===== src/rtl/crg_pkg.sv =====
package crg_pkg;
  localparam int unsigned CRG_IDX_W = 4;

  typedef enum logic [CRG_IDX_W-1:0] {
    SLOT_MCTL  = 4'd0,
    SLOT_FADDR = 4'd2,
    SLOT_PTBR  = 4'd3,
    SLOT_FEAT  = 4'd4,
    SLOT_TPRI  = 4'd8
  } crg_slot_e;

  // machine-control bit positions
  localparam int unsigned B_PROT  = 0;
  localparam int unsigned B_EXT   = 4;
  localparam int unsigned B_NOWT  = 29;
  localparam int unsigned B_CDIS  = 30;
  localparam int unsigned B_PAGE  = 31;
  // feature-enable bit positions
  localparam int unsigned B_BIGPG = 4;
  localparam int unsigned B_ADRX  = 5;
  localparam int unsigned B_GLOB  = 7;
  localparam int unsigned FEAT_DEF_W = 11;
  localparam int unsigned TPRI_W     = 4;

  localparam logic [31:0] MCTL_KEEP_LO  = 32'hE005_002F;
  localparam logic [11:0] PTBR_DROP_LO  = 12'hFE7;
  localparam logic [31:0] MCTL_RESET_LO = 32'h6000_0010;

  typedef struct packed {
    logic prot;
    logic page;
    logic bigpg;
    logic adrx;
    logic glob;
  } crg_pgflags_t;

  typedef struct packed {
    logic flush_local;
    logic flush_all;
    logic reload;
  } crg_fx_t;
endpackage


===== src/rtl/crg_write_check.sv =====
module crg_write_check
  import crg_pkg::*;
#(
  parameter int unsigned XLEN     = 64,
  parameter int unsigned NARROW_W = 32
) (
  input  logic                 req_write,
  input  logic [CRG_IDX_W-1:0] req_idx,
  input  logic [XLEN-1:0]      req_wdata,
  input  logic [1:0]           cur_priv,
  input  logic                 long_mode,
  output logic                 fault,
  output logic [XLEN-1:0]      wval
);
  localparam logic [XLEN-1:0] MCTL_KEEP = XLEN'(MCTL_KEEP_LO);
  localparam logic [XLEN-1:0] EXT_ONE   = XLEN'(1) << B_EXT;
  localparam logic [XLEN-1:0] PTBR_KEEP = ~XLEN'(PTBR_DROP_LO);
  localparam logic [XLEN-1:0] FEAT_DEF  = {{(XLEN-FEAT_DEF_W){1'b0}}, {FEAT_DEF_W{1'b1}}};
  localparam logic [XLEN-1:0] TPRI_KEEP = {{(XLEN-TPRI_W){1'b0}}, {TPRI_W{1'b1}}};

  logic [XLEN-1:0] wide;
  logic            idx_ok;
  logic            val_bad;

  always_comb begin
    wide = long_mode ? req_wdata
                     : {{(XLEN-NARROW_W){1'b0}}, req_wdata[NARROW_W-1:0]};
    idx_ok  = 1'b1;
    val_bad = 1'b0;
    wval    = wide;
    case (req_idx)
      SLOT_MCTL: begin
        wval    = (wide & MCTL_KEEP) | EXT_ONE;
        val_bad = (wval[B_PAGE] & ~wval[B_PROT]) | (wval[B_NOWT] & ~wval[B_CDIS]);
      end
      SLOT_FADDR: wval = wide;
      SLOT_PTBR:  wval = wide & PTBR_KEEP;
      SLOT_FEAT: begin
        wval    = wide;
        val_bad = ((wide & ~FEAT_DEF) != '0) | (long_mode & ~wide[B_ADRX]);
      end
      SLOT_TPRI:  wval = wide & TPRI_KEEP;
      default:    idx_ok = 1'b0;
    endcase
    fault = (cur_priv != 2'd0) | ~idx_ok | (req_write & val_bad);
  end
endmodule


===== src/rtl/crg_effects.sv =====
module crg_effects
  import crg_pkg::*;
(
  input  logic                 wr_ok,
  input  logic [CRG_IDX_W-1:0] req_idx,
  input  crg_pgflags_t         old_fl,
  input  crg_pgflags_t         new_fl,
  output crg_fx_t              fx
);
  logic changed;
  logic rising;

  always_comb begin
    changed = (old_fl != new_fl);
    rising  = (new_fl.adrx & ~old_fl.adrx) | (new_fl.page & ~old_fl.page);
    fx.flush_local = wr_ok & (req_idx == SLOT_PTBR);
    fx.flush_all   = wr_ok & changed;
    fx.reload      = wr_ok & new_fl.page & new_fl.adrx &
                     ((req_idx == SLOT_PTBR) | rising);
  end
endmodule


===== src/rtl/crg_bank.sv =====
module crg_bank
  import crg_pkg::*;
#(
  parameter int unsigned XLEN     = 64,
  parameter int unsigned NARROW_W = 32
) (
  input  logic                 clk,
  input  logic                 rst,
  input  logic                 we,
  input  logic [CRG_IDX_W-1:0] idx,
  input  logic [XLEN-1:0]      wval,
  input  logic                 long_mode,
  output logic [XLEN-1:0]      rdata,
  output crg_pgflags_t         flags
);
  logic [XLEN-1:0] mctl_q, faddr_q, ptbr_q, feat_q;
  logic [TPRI_W-1:0] tpri_q;
  logic [XLEN-1:0] sel;

  always_ff @(posedge clk) begin
    if (rst) begin
      mctl_q  <= XLEN'(MCTL_RESET_LO);
      faddr_q <= '0;
      ptbr_q  <= '0;
      feat_q  <= '0;
      tpri_q  <= '0;
    end else if (we) begin
      case (idx)
        SLOT_MCTL:  mctl_q  <= wval;
        SLOT_FADDR: faddr_q <= wval;
        SLOT_PTBR:  ptbr_q  <= wval;
        SLOT_FEAT:  feat_q  <= wval;
        SLOT_TPRI:  tpri_q  <= wval[TPRI_W-1:0];
        default: ;
      endcase
    end
  end

  always_comb begin
    case (idx)
      SLOT_MCTL:  sel = mctl_q;
      SLOT_FADDR: sel = faddr_q;
      SLOT_PTBR:  sel = ptbr_q;
      SLOT_FEAT:  sel = feat_q;
      SLOT_TPRI:  sel = {{(XLEN-TPRI_W){1'b0}}, tpri_q};
      default:    sel = '0;
    endcase
    rdata = long_mode ? sel : {{(XLEN-NARROW_W){1'b0}}, sel[NARROW_W-1:0]};
    flags.prot  = mctl_q[B_PROT];
    flags.page  = mctl_q[B_PAGE];
    flags.bigpg = feat_q[B_BIGPG];
    flags.adrx  = feat_q[B_ADRX];
    flags.glob  = feat_q[B_GLOB];
  end

  assert_page_needs_prot_R2: assert property (@(posedge clk) disable iff (rst)
    !(mctl_q[B_PAGE] && !mctl_q[B_PROT]));
  assert_nowt_needs_cdis_R3: assert property (@(posedge clk) disable iff (rst)
    !(mctl_q[B_NOWT] && !mctl_q[B_CDIS]));
  assert_ext_bit_set_R5: assert property (@(posedge clk) disable iff (rst)
    mctl_q[B_EXT]);
  assert_feat_rsvd_zero_R4: assert property (@(posedge clk) disable iff (rst)
    (feat_q >> FEAT_DEF_W) == '0);
endmodule


===== src/rtl/ctlreg_move_unit.sv =====
module ctlreg_move_unit
  import crg_pkg::*;
#(
  parameter int unsigned XLEN     = 64,
  parameter int unsigned NARROW_W = 32
) (
  input  logic                 clk,
  input  logic                 rst,
  input  logic                 req_valid,
  input  logic                 req_write,
  input  logic [CRG_IDX_W-1:0] req_idx,
  input  logic [XLEN-1:0]      req_wdata,
  input  logic [1:0]           cur_priv,
  input  logic                 long_mode,
  output logic                 rsp_valid,
  output logic                 rsp_fault,
  output logic [XLEN-1:0]      rsp_rdata,
  output logic                 flush_local,
  output logic                 flush_all,
  output logic                 ptr_reload
);
  logic            chk_fault;
  logic [XLEN-1:0] wval;
  logic [XLEN-1:0] bank_rdata;
  logic            wr_ok;
  crg_pgflags_t    old_fl, new_fl;
  crg_fx_t         fx;

  crg_write_check #(.XLEN(XLEN), .NARROW_W(NARROW_W)) check_i (
    .req_write(req_write), .req_idx(req_idx), .req_wdata(req_wdata),
    .cur_priv(cur_priv), .long_mode(long_mode),
    .fault(chk_fault), .wval(wval));

  assign wr_ok = req_valid & req_write & ~chk_fault;

  crg_bank #(.XLEN(XLEN), .NARROW_W(NARROW_W)) bank_i (
    .clk(clk), .rst(rst), .we(wr_ok), .idx(req_idx), .wval(wval),
    .long_mode(long_mode), .rdata(bank_rdata), .flags(old_fl));

  always_comb begin
    new_fl = old_fl;
    if (req_idx == SLOT_MCTL) begin
      new_fl.prot = wval[B_PROT];
      new_fl.page = wval[B_PAGE];
    end else if (req_idx == SLOT_FEAT) begin
      new_fl.bigpg = wval[B_BIGPG];
      new_fl.adrx  = wval[B_ADRX];
      new_fl.glob  = wval[B_GLOB];
    end
  end

  crg_effects fx_i (
    .wr_ok(wr_ok), .req_idx(req_idx), .old_fl(old_fl), .new_fl(new_fl), .fx(fx));

  always_ff @(posedge clk) begin
    if (rst) begin
      rsp_valid   <= 1'b0;
      rsp_fault   <= 1'b0;
      rsp_rdata   <= '0;
      flush_local <= 1'b0;
      flush_all   <= 1'b0;
      ptr_reload  <= 1'b0;
    end else begin
      rsp_valid   <= req_valid;
      rsp_fault   <= req_valid & chk_fault;
      rsp_rdata   <= (req_valid & ~req_write & ~chk_fault) ? bank_rdata : '0;
      flush_local <= fx.flush_local;
      flush_all   <= fx.flush_all;
      ptr_reload  <= fx.reload;
    end
  end

  assert_priv_fault_R1: assert property (@(posedge clk) disable iff (rst)
    (req_valid && cur_priv != 2'd0) |=> rsp_fault);
  assert_ptbr_flush_R6: assert property (@(posedge clk) disable iff (rst)
    (req_valid && req_write && req_idx == 4'd3 && cur_priv == 2'd0) |=> flush_local);
  assert_fault_quiet_R10: assert property (@(posedge clk) disable iff (rst)
    rsp_fault |-> !(flush_local || flush_all || ptr_reload));
  assert_bad_index_R12: assert property (@(posedge clk) disable iff (rst)
    (req_valid && !(req_idx inside {4'd0, 4'd2, 4'd3, 4'd4, 4'd8})) |=> rsp_fault);
  assert_resp_pulse_R13: assert property (@(posedge clk) disable iff (rst)
    req_valid |=> rsp_valid);
  assert_resp_idle_R13: assert property (@(posedge clk) disable iff (rst)
    !req_valid |=> !rsp_valid);
endmodule


===== config.mk =====
export PLATFORM = sky130hd
export DESIGN_NAME = ctlreg_move_unit
export DESIGN_NICKNAME = d
export VERILOG_FILES = /design/src/rtl/crg_pkg.sv /design/src/rtl/crg_write_check.sv /design/src/rtl/crg_effects.sv /design/src/rtl/crg_bank.sv /design/src/rtl/ctlreg_move_unit.sv
export SDC_FILE = /design/constraint.sdc
export NUM_CORES = 1
export LEC_CHECK = 0
export BUFFER_PORTS_ARGS = -buffer_cell sky130_fd_sc_hd__buf_2
export CORE_MARGIN = 5
export CORE_UTILIZATION = 58
export CTS_BUF_LIST = sky130_fd_sc_hd__clkbuf_4 sky130_fd_sc_hd__clkbuf_8 sky130_fd_sc_hd__clkbuf_16
export CTS_CLUSTER_SIZE = 16
export DETAILED_ROUTE_END_ITERATION = 7
export PLACE_DENSITY = 0.78
export SYNTH_ARGS = -nofsm -noshare
export SYNTH_HDL_FRONTEND = slang
export SYNTH_HIERARCHICAL = 1
export SYNTH_SLANG_ARGS = --single-unit

===== constraint.sdc =====
create_clock -name clk -period 2.7 [get_ports clk]
set_input_delay 0.27 -clock clk [delete_from_list [all_inputs] [get_ports clk]]
set_output_delay 0.27 -clock clk [all_outputs]
set_load 0.02 [all_outputs]

==> results of run 1 <==
==> worst max-delay path, delay by kind of cell <==
kind	cells	cell delay [ns]
AND/OR/NAND/NOR	4	0.78
multiplexers	1	0.16
AO/OA/AOI/OAI	2	0.52
buffers and inverters	4	0.73
==> synthesized netlist by cell type, types with 5 or more instances <==
master    instances
mux2i_1         389
dfxtp_1         329
nand2b_1        321
and2_1           54
and2_2           53
nor2_1           45
clkbuf_1         42
buf_2            38
o22a_1           32
o22ai_1          28
nor2b_1          22
buf_4            18
nor4_1           10
clkbuf_2          9
buf_6             8
inv_1             6
mux2_2            5
nand2_1           5
o21ai_0           5
==> worst max path at each step <==
stage / start / endpoint / slack, ns / depth (start not counted)
finish: req_wdata[59] / bank_i/feat_q[30] / 0.57 / 11
global route: req_wdata[63] / bank_i/ptbr_q[11] / 0.40 / 11
CTS: req_wdata[59] / bank_i/feat_q[33] / 0.59 / 11
detailed placement: req_wdata[59] / bank_i/feat_q[58] / 0.08 / 11
global placement: req_wdata[63] / bank_i/feat_q[21] / 0.12 / 11
floorplan: req_wdata[21] / bank_i/faddr_q[53] / 0.29 / 8
==> stage by stage <==
stage	power (mW)	util
floorplan	5.34	-
global placement	5.52	0.626
detailed placement	5.53	0.626
CTS	10.5	0.673
global route	10.8	0.674
finish	10.5	0.674
==> layout make-up <==
cell class / count / area, um^2 / area share
Sequential cell: 329 / 6590 / 0.377
Clock buffer: 48 / 1030 / 0.0592
Clock inverter: 11 / 180 / 0.0103
Multi-Input combinational cell: 1015 / 7980 / 0.457
Tap cell: 335 / 419 / 0.0240
Timing Repair Buffer: 184 / 1220 / 0.0700
Inverter: 6 / 22.5 / 0.00129
Antenna cell: 4 / 10.0 / 0.000573
==> logic make-up after synthesis <==
group | after synthesis | share of synthesized area
XOR/XNOR | 3 | 0.00173
AO/OA/AOI/OAI | 79 | 0.0393
buffers and inverters | 121 | 0.0422
flip-flops | 329 | 0.433
AND/OR/NAND/NOR | 537 | 0.222
adder cells (fa/ha/maj) | 2 | 0.00165
multiplexers | 394 | 0.260
==> power by group through the flow <==
| stage | clock network (mW) | registers [mW] | logic (mW) |
|---|---|---|---|
| 6_report | 5.04 | 4.86 | 0.565 |
| 5_1_grt | 5.31 | 4.86 | 0.602 |
| 4_1_cts | 5.11 | 4.86 | 0.562 |
| 3_5_place_dp | 0 | 4.97 | 0.559 |
| 3_3_place_gp | 0 | 4.97 | 0.556 |
| 2_1_floorplan | 0 | 4.97 | 0.370 |
==> routing by layer <==
layer	up-vias	share of wire	GRT usage
li1	5176	-	-
met1	5139	0.46	0.322
met2	203	0.48	0.396
met3	61	0.036	0.0348
met4	0	0.025	0.0766
met5	-	0	0
==> sequential cells by signal, summed over array words and instances (netlist names) <==
register,cells
rsp_rdata,64
bank_i/tpri_q,4
ptr_reload,1
bank_i/mctl_q,64
bank_i/ptbr_q,64
rsp_valid,1
flush_local,1
bank_i/feat_q,64
bank_i/faddr_q,64
rsp_fault,1
flush_all,1
==> run_results.csv, run 1 <==
group,metric,value,unit
sta,fmax,470,MHz
sta,rsz0062_at_grt,"false",
route,route.detailed.drc,0,
power_and_ir_drop,combPwrFrac,0.054,
logic_synthesis,synth_top_cells_by_area,"dfxtp_1 (43%), mux2i_1 (26%), nand2b_1 (13%)",
final_layout,final_cell_area,17500,um^2
route,vias_per_cell,5.48,
sta,setup_viol,0,
logic_synthesis,async_reset_ff_frac,0,
final_layout,layout_common_cells,"mux2i_1 (389), dfxtp_1 (329), nand2b_1 (321)",
route,vias,10600,
floorplan,initial_utilization,0.586,
sta,worst_pin_slew,1.18,ns
logic_synthesis,ys.flop_type,"dfxtp_1",
clocking,htree_levels,2,
setup_path,r2r_cells,5,
power_and_ir_drop,p_per_area,599,nW/um^2
logic_synthesis,synth-edff-count,0,
final_layout,fill_cells,2014,
power_and_ir_drop,power_frac_seq,0.465,
floorplan,die-width,172,um
hold_path,hold_path_end,"bank_i/tpri_q[3]",
clocking,cts_tree,"yes",
setup_path,critPathMaxStageDelay,0.32,ns
clocking,cts_num_sinks,329,
global_routing,antenna_found_initial,4,
placed_design,port_buffers,143,
clocking,cts_setup_buffers,0,
placed_design,place.gp.congestion,0.862,
logic_synthesis,synth_fp_nets,1542,
setup_path,worstSetupPathType,"in2reg",
power_and_ir_drop,netSwitchingPower,2.22,mW
setup_path,start_kind,"input port",
clocking,cts-resized-gates,0,
floorplan,die_area,29500,um^2
global_routing,gr-total-overflow,0,
route,antenna_left,0,
route,wl_per_cell,18.4,um
power_and_ir_drop,p_clk_frac,0.481,
setup_path,crit_top_cell,"buf_4",
setup_path,crit_fanout,32,
setup_path,timing.rr.start,"bank_i/mctl_q[31]",
global_routing,grt_usage,0.238,
placed_design,dp_hpwl,22.2,mm
setup_path,endpoint_kind,"flip-flop",
global_routing,grt_pass1_wl,57.1,mm
sta,finClkSkew,0.0145,ns
sta,fin_setup_tns,0,ns
floorplan,core-area,25900,um^2
setup_path,critical_path.cell_chain,"buf_2, nor4_1, buf_4, nand4_1, o21ai_0, a41oi_1, nor2_1, buf_4, nand4b_1, buf_12, mux2i_1",
route,dr.first_iter.drc_count,549,
logic_synthesis,yosysTopAreaCellShare,0.433,
global_routing,grt_pass1_vias,10800,
sta,max_slew_margin,0.208,
power_and_ir_drop,p_leak,7.98,nW
logic_synthesis,netlist-cell-type-count,47,
route,drt_pass1_iterations,4,
sta,finalHoldViolCount,0,
route,routed_wl,35.5,mm
sta,min_period,2.13,ns
final_layout,syn_to_final_growth,14.9,%
logic_synthesis,synth_seq_cells,329,
power_and_ir_drop,p_int,8.24,mW
power_and_ir_drop,vdd_drop_max,0.429,mV
setup_path,r2r-end,"flush_all",
setup_path,cp.required,3.08,ns
global_routing,grt_max_degree,105,
final_layout,fin_cells,1932,
status,run_status,"completed",
logic_synthesis,netlist_area,15200,um^2
logic_synthesis,ys_seq_area_frac,0.433,
logic_synthesis,yosys.area.top_type,"dfxtp_1",
final_layout,drive_gt1_frac,0.196,
sta,finalWorstSetupSlack,0.573,ns
placed_design,dp.cells,1869,
flow_run,maxCapViolCount,0,
floorplan,pin_count,144,
setup_path,r2r_slack,1.18,ns
clocking,clock_path_buffers,3,
logic_synthesis,synth_area_per_cell,10.4,um^2
clocking,root_buffer,"clkbuf_16",
hold_path,hold_class,"in2reg",
logic_synthesis,synth_warnings,6,
sta,maxSlewViolCount,0,
clocking,insertion_delay,0.50,ns
sta,whs,0.144,ns
power_and_ir_drop,switching_share,0.212,
placed_design,dp_worst_setup_slack,0.0772,ns
final_layout,nets,1648,
setup_path,cp_slowest_cell,"nor4_1",
clocking,ctsHoldBuffers,0,
hold_path,worstHoldStart,"req_wdata[3]",
setup_path,worstPathArrival,2.51,ns
clocking,cts_buffers,35,
hold_path,whs_path_depth,3,
logic_synthesis,synthCells,1465,
placed_design,placed_cell_area,16200,um^2
floorplan,rows,59,
clocking,clkSlewWorstSetupHoldPaths,0.06,ns
sta,period_share,0.788,
final_layout,layout_commonest_cell,"mux2i_1",
floorplan,dieHeight,172,um
(Power assumes the default switching activity.)
==> inputs of run 2 (changes only) <==
CORE_UTILIZATION = 54   (was 58)
PLACE_DENSITY = 0.77   (was 0.78)
clock period = 1.9 ns   (was 2.7 ns; I/O delays follow)
==> run 2 against run 1 <==
  * The run now ends with negative setup slack left
  * First-iteration DRC count increased by 30%
  * Largest power group unchanged
  * Clock skew decreased by 0.0043 ns
  * Non-clock buffer count increased by 81
  * Cell count increased by 6.3%
==> run_results.csv, run 2 (synthesized netlist as in run 1, its figures left out) <==
group,metric,value,unit
final_layout,layout_common_cells,"mux2i_1 (387), dfxtp_1 (329), nand2b_1 (321)",
clocking,cts_tree,"yes",
final_layout,drive_gt1_frac,0.245,
sta,finalHoldViolCount,0,
setup_path,endpoint_kind,"flip-flop",
final_layout,nets,1728,
final_layout,fill_cells,2190,
placed_design,place.gp.congestion,0.830,
setup_path,r2r_slack,0.39,ns
route,drt_pass1_iterations,6,
clocking,root_buffer,"clkbuf_16",
clocking,clock_path_buffers,3,
power_and_ir_drop,vdd_drop_max,0.551,mV
power_and_ir_drop,p_per_area,818,nW/um^2
sta,max_slew_margin,0.400,
hold_path,hold_class,"in2reg",
route,vias_per_cell,5.37,
final_layout,layout_commonest_cell,"mux2i_1",
power_and_ir_drop,power,15.1,mW
status,run_status,"complete, but fails checks",
floorplan,core-area,27800,um^2
hold_path,worstHoldStart,"req_valid",
setup_path,worstSetupPathType,"in2reg",
sta,period_share,1.04,
sta,finClkSkew,0.0101,ns
setup_path,crit_fanout,14,
route,antenna_left,0,
setup_path,timing.rr.start,"bank_i/mctl_q[31]",
route,route.detailed.drc,0,
global_routing,gr-total-overflow,0,
floorplan,die-width,178,um
global_routing,grt_usage,0.231,
global_routing,grt_pass1_vias,11300,
floorplan,pin_count,144,
sta,worst_pin_slew,0.900,ns
clocking,htree_levels,2,
setup_path,cp.required,2.29,ns
final_layout,fin_cells,2053,
clocking,clkSlewWorstSetupHoldPaths,0.06,ns
clocking,cts_num_sinks,329,
route,vias,11000,
route,routed_wl,38.5,mm
floorplan,initial_utilization,0.547,
floorplan,dieHeight,178,um
clocking,insertion_delay,0.51,ns
placed_design,dp.cells,1975,
status,violations,"negative setup slack",
sta,min_period,1.98,ns
final_layout,num_antenna_cells,0,
setup_path,worstPathArrival,2.37,ns
sta,setup_viol,76,
floorplan,die_area,31600,um^2
setup_path,crit_start,"req_wdata[23]",
power_and_ir_drop,p_leak,8.49,nW
setup_path,start_kind,"input port",
sta,rsz0062_at_grt,"true",
global_routing,grt_pass1_wl,59.3,mm
clocking,ctsHoldBuffers,0,
sta,fmax,505,MHz
sta,finalWorstSetupSlack,-0.0817,ns
route,wl_per_cell,18.8,um
placed_design,placed_cell_area,16800,um^2
flow_run,maxCapViolCount,0,
placed_design,port_buffers,143,
sta,maxSlewViolCount,0,
clocking,cts_buffers,34,
final_layout,final_cell_area,18500,um^2
global_routing,grt_max_degree,99,
floorplan,rows,61,
route,dr.first_iter.drc_count,711,
final_layout,syn_to_final_growth,21.6,%
global_routing,antenna_found_initial,0,
placed_design,dp_hpwl,24.1,mm
placed_design,dp_worst_setup_slack,-0.640,ns
## run 2: final timing paths
kind / endpoint / cells after the start
hold / removal: rsp_valid / 2
setup / recovery: bank_i/feat_q[15] / 10
setup reg to reg: flush_all / 5
hold reg to reg: bank_i/faddr_q[1] / 2
## run 2: what timing repair did
action                     CTS  global route
setup endpoints to repair  253           292
pin swaps                    1             5
gates resized for setup      8            28
cloned                       0            11
setup buffers                0             7
## run 2: per-stage QoR
| stage | hold slack (ns) | TNS [ns] | util |
|---|---|---|---|
| CTS | 0.0449 | -0.0748 | 0.650 |
| detailed placement | 0.462 | -183.17 | 0.604 |
| floorplan | 0.262 | -13.95 | - |
| global route | 0.0445 | -8.27 | 0.665 |
| finish | 0.0736 | -3.82 | 0.665 |
| global placement | 0.457 | -170.43 | 0.604 |
## run 2: layer usage
metal / vias to the layer above / routed length, um / GRT usage
met5: - / 0 / 0
met3: 64 / 1530 / 0.0303
met2: 233 / 18300 / 0.387
met4: 0 / 1010 / 0.0773
met1: 5394 / 17700 / 0.308
li1: 5329 / - / -
## run 2: area by class of cell
type                       instances  area [um^2]  area share
inverter                           6         22.5     0.00122
clock inverter                    10          175     0.00948
clock buffer                      50         1070      0.0578
multi-input combinational       1015         8100       0.438
tap                              378          473      0.0256
sequential                       329         6590       0.356
timing repair buffer             265         2050       0.111
## run 2: power by group
part	total [mW]	switching [mW]	leakage (nW)	internal, mW
clock network	7.28	2.70	0.624	4.57
registers	6.90	0.00216	2.65	6.90
logic	0.936	0.510	5.22	0.427
## run 2: critical path, cell delays in order
cell and delay, ns:
buf_6 0.09, or4_4 0.54, nor4_4 0.31, a41oi_4 0.19, nor2_4 0.23, buf_4 0.15
nand4b_1 0.13, buf_6 0.22, buf_16 0.18, mux2i_1 0.13
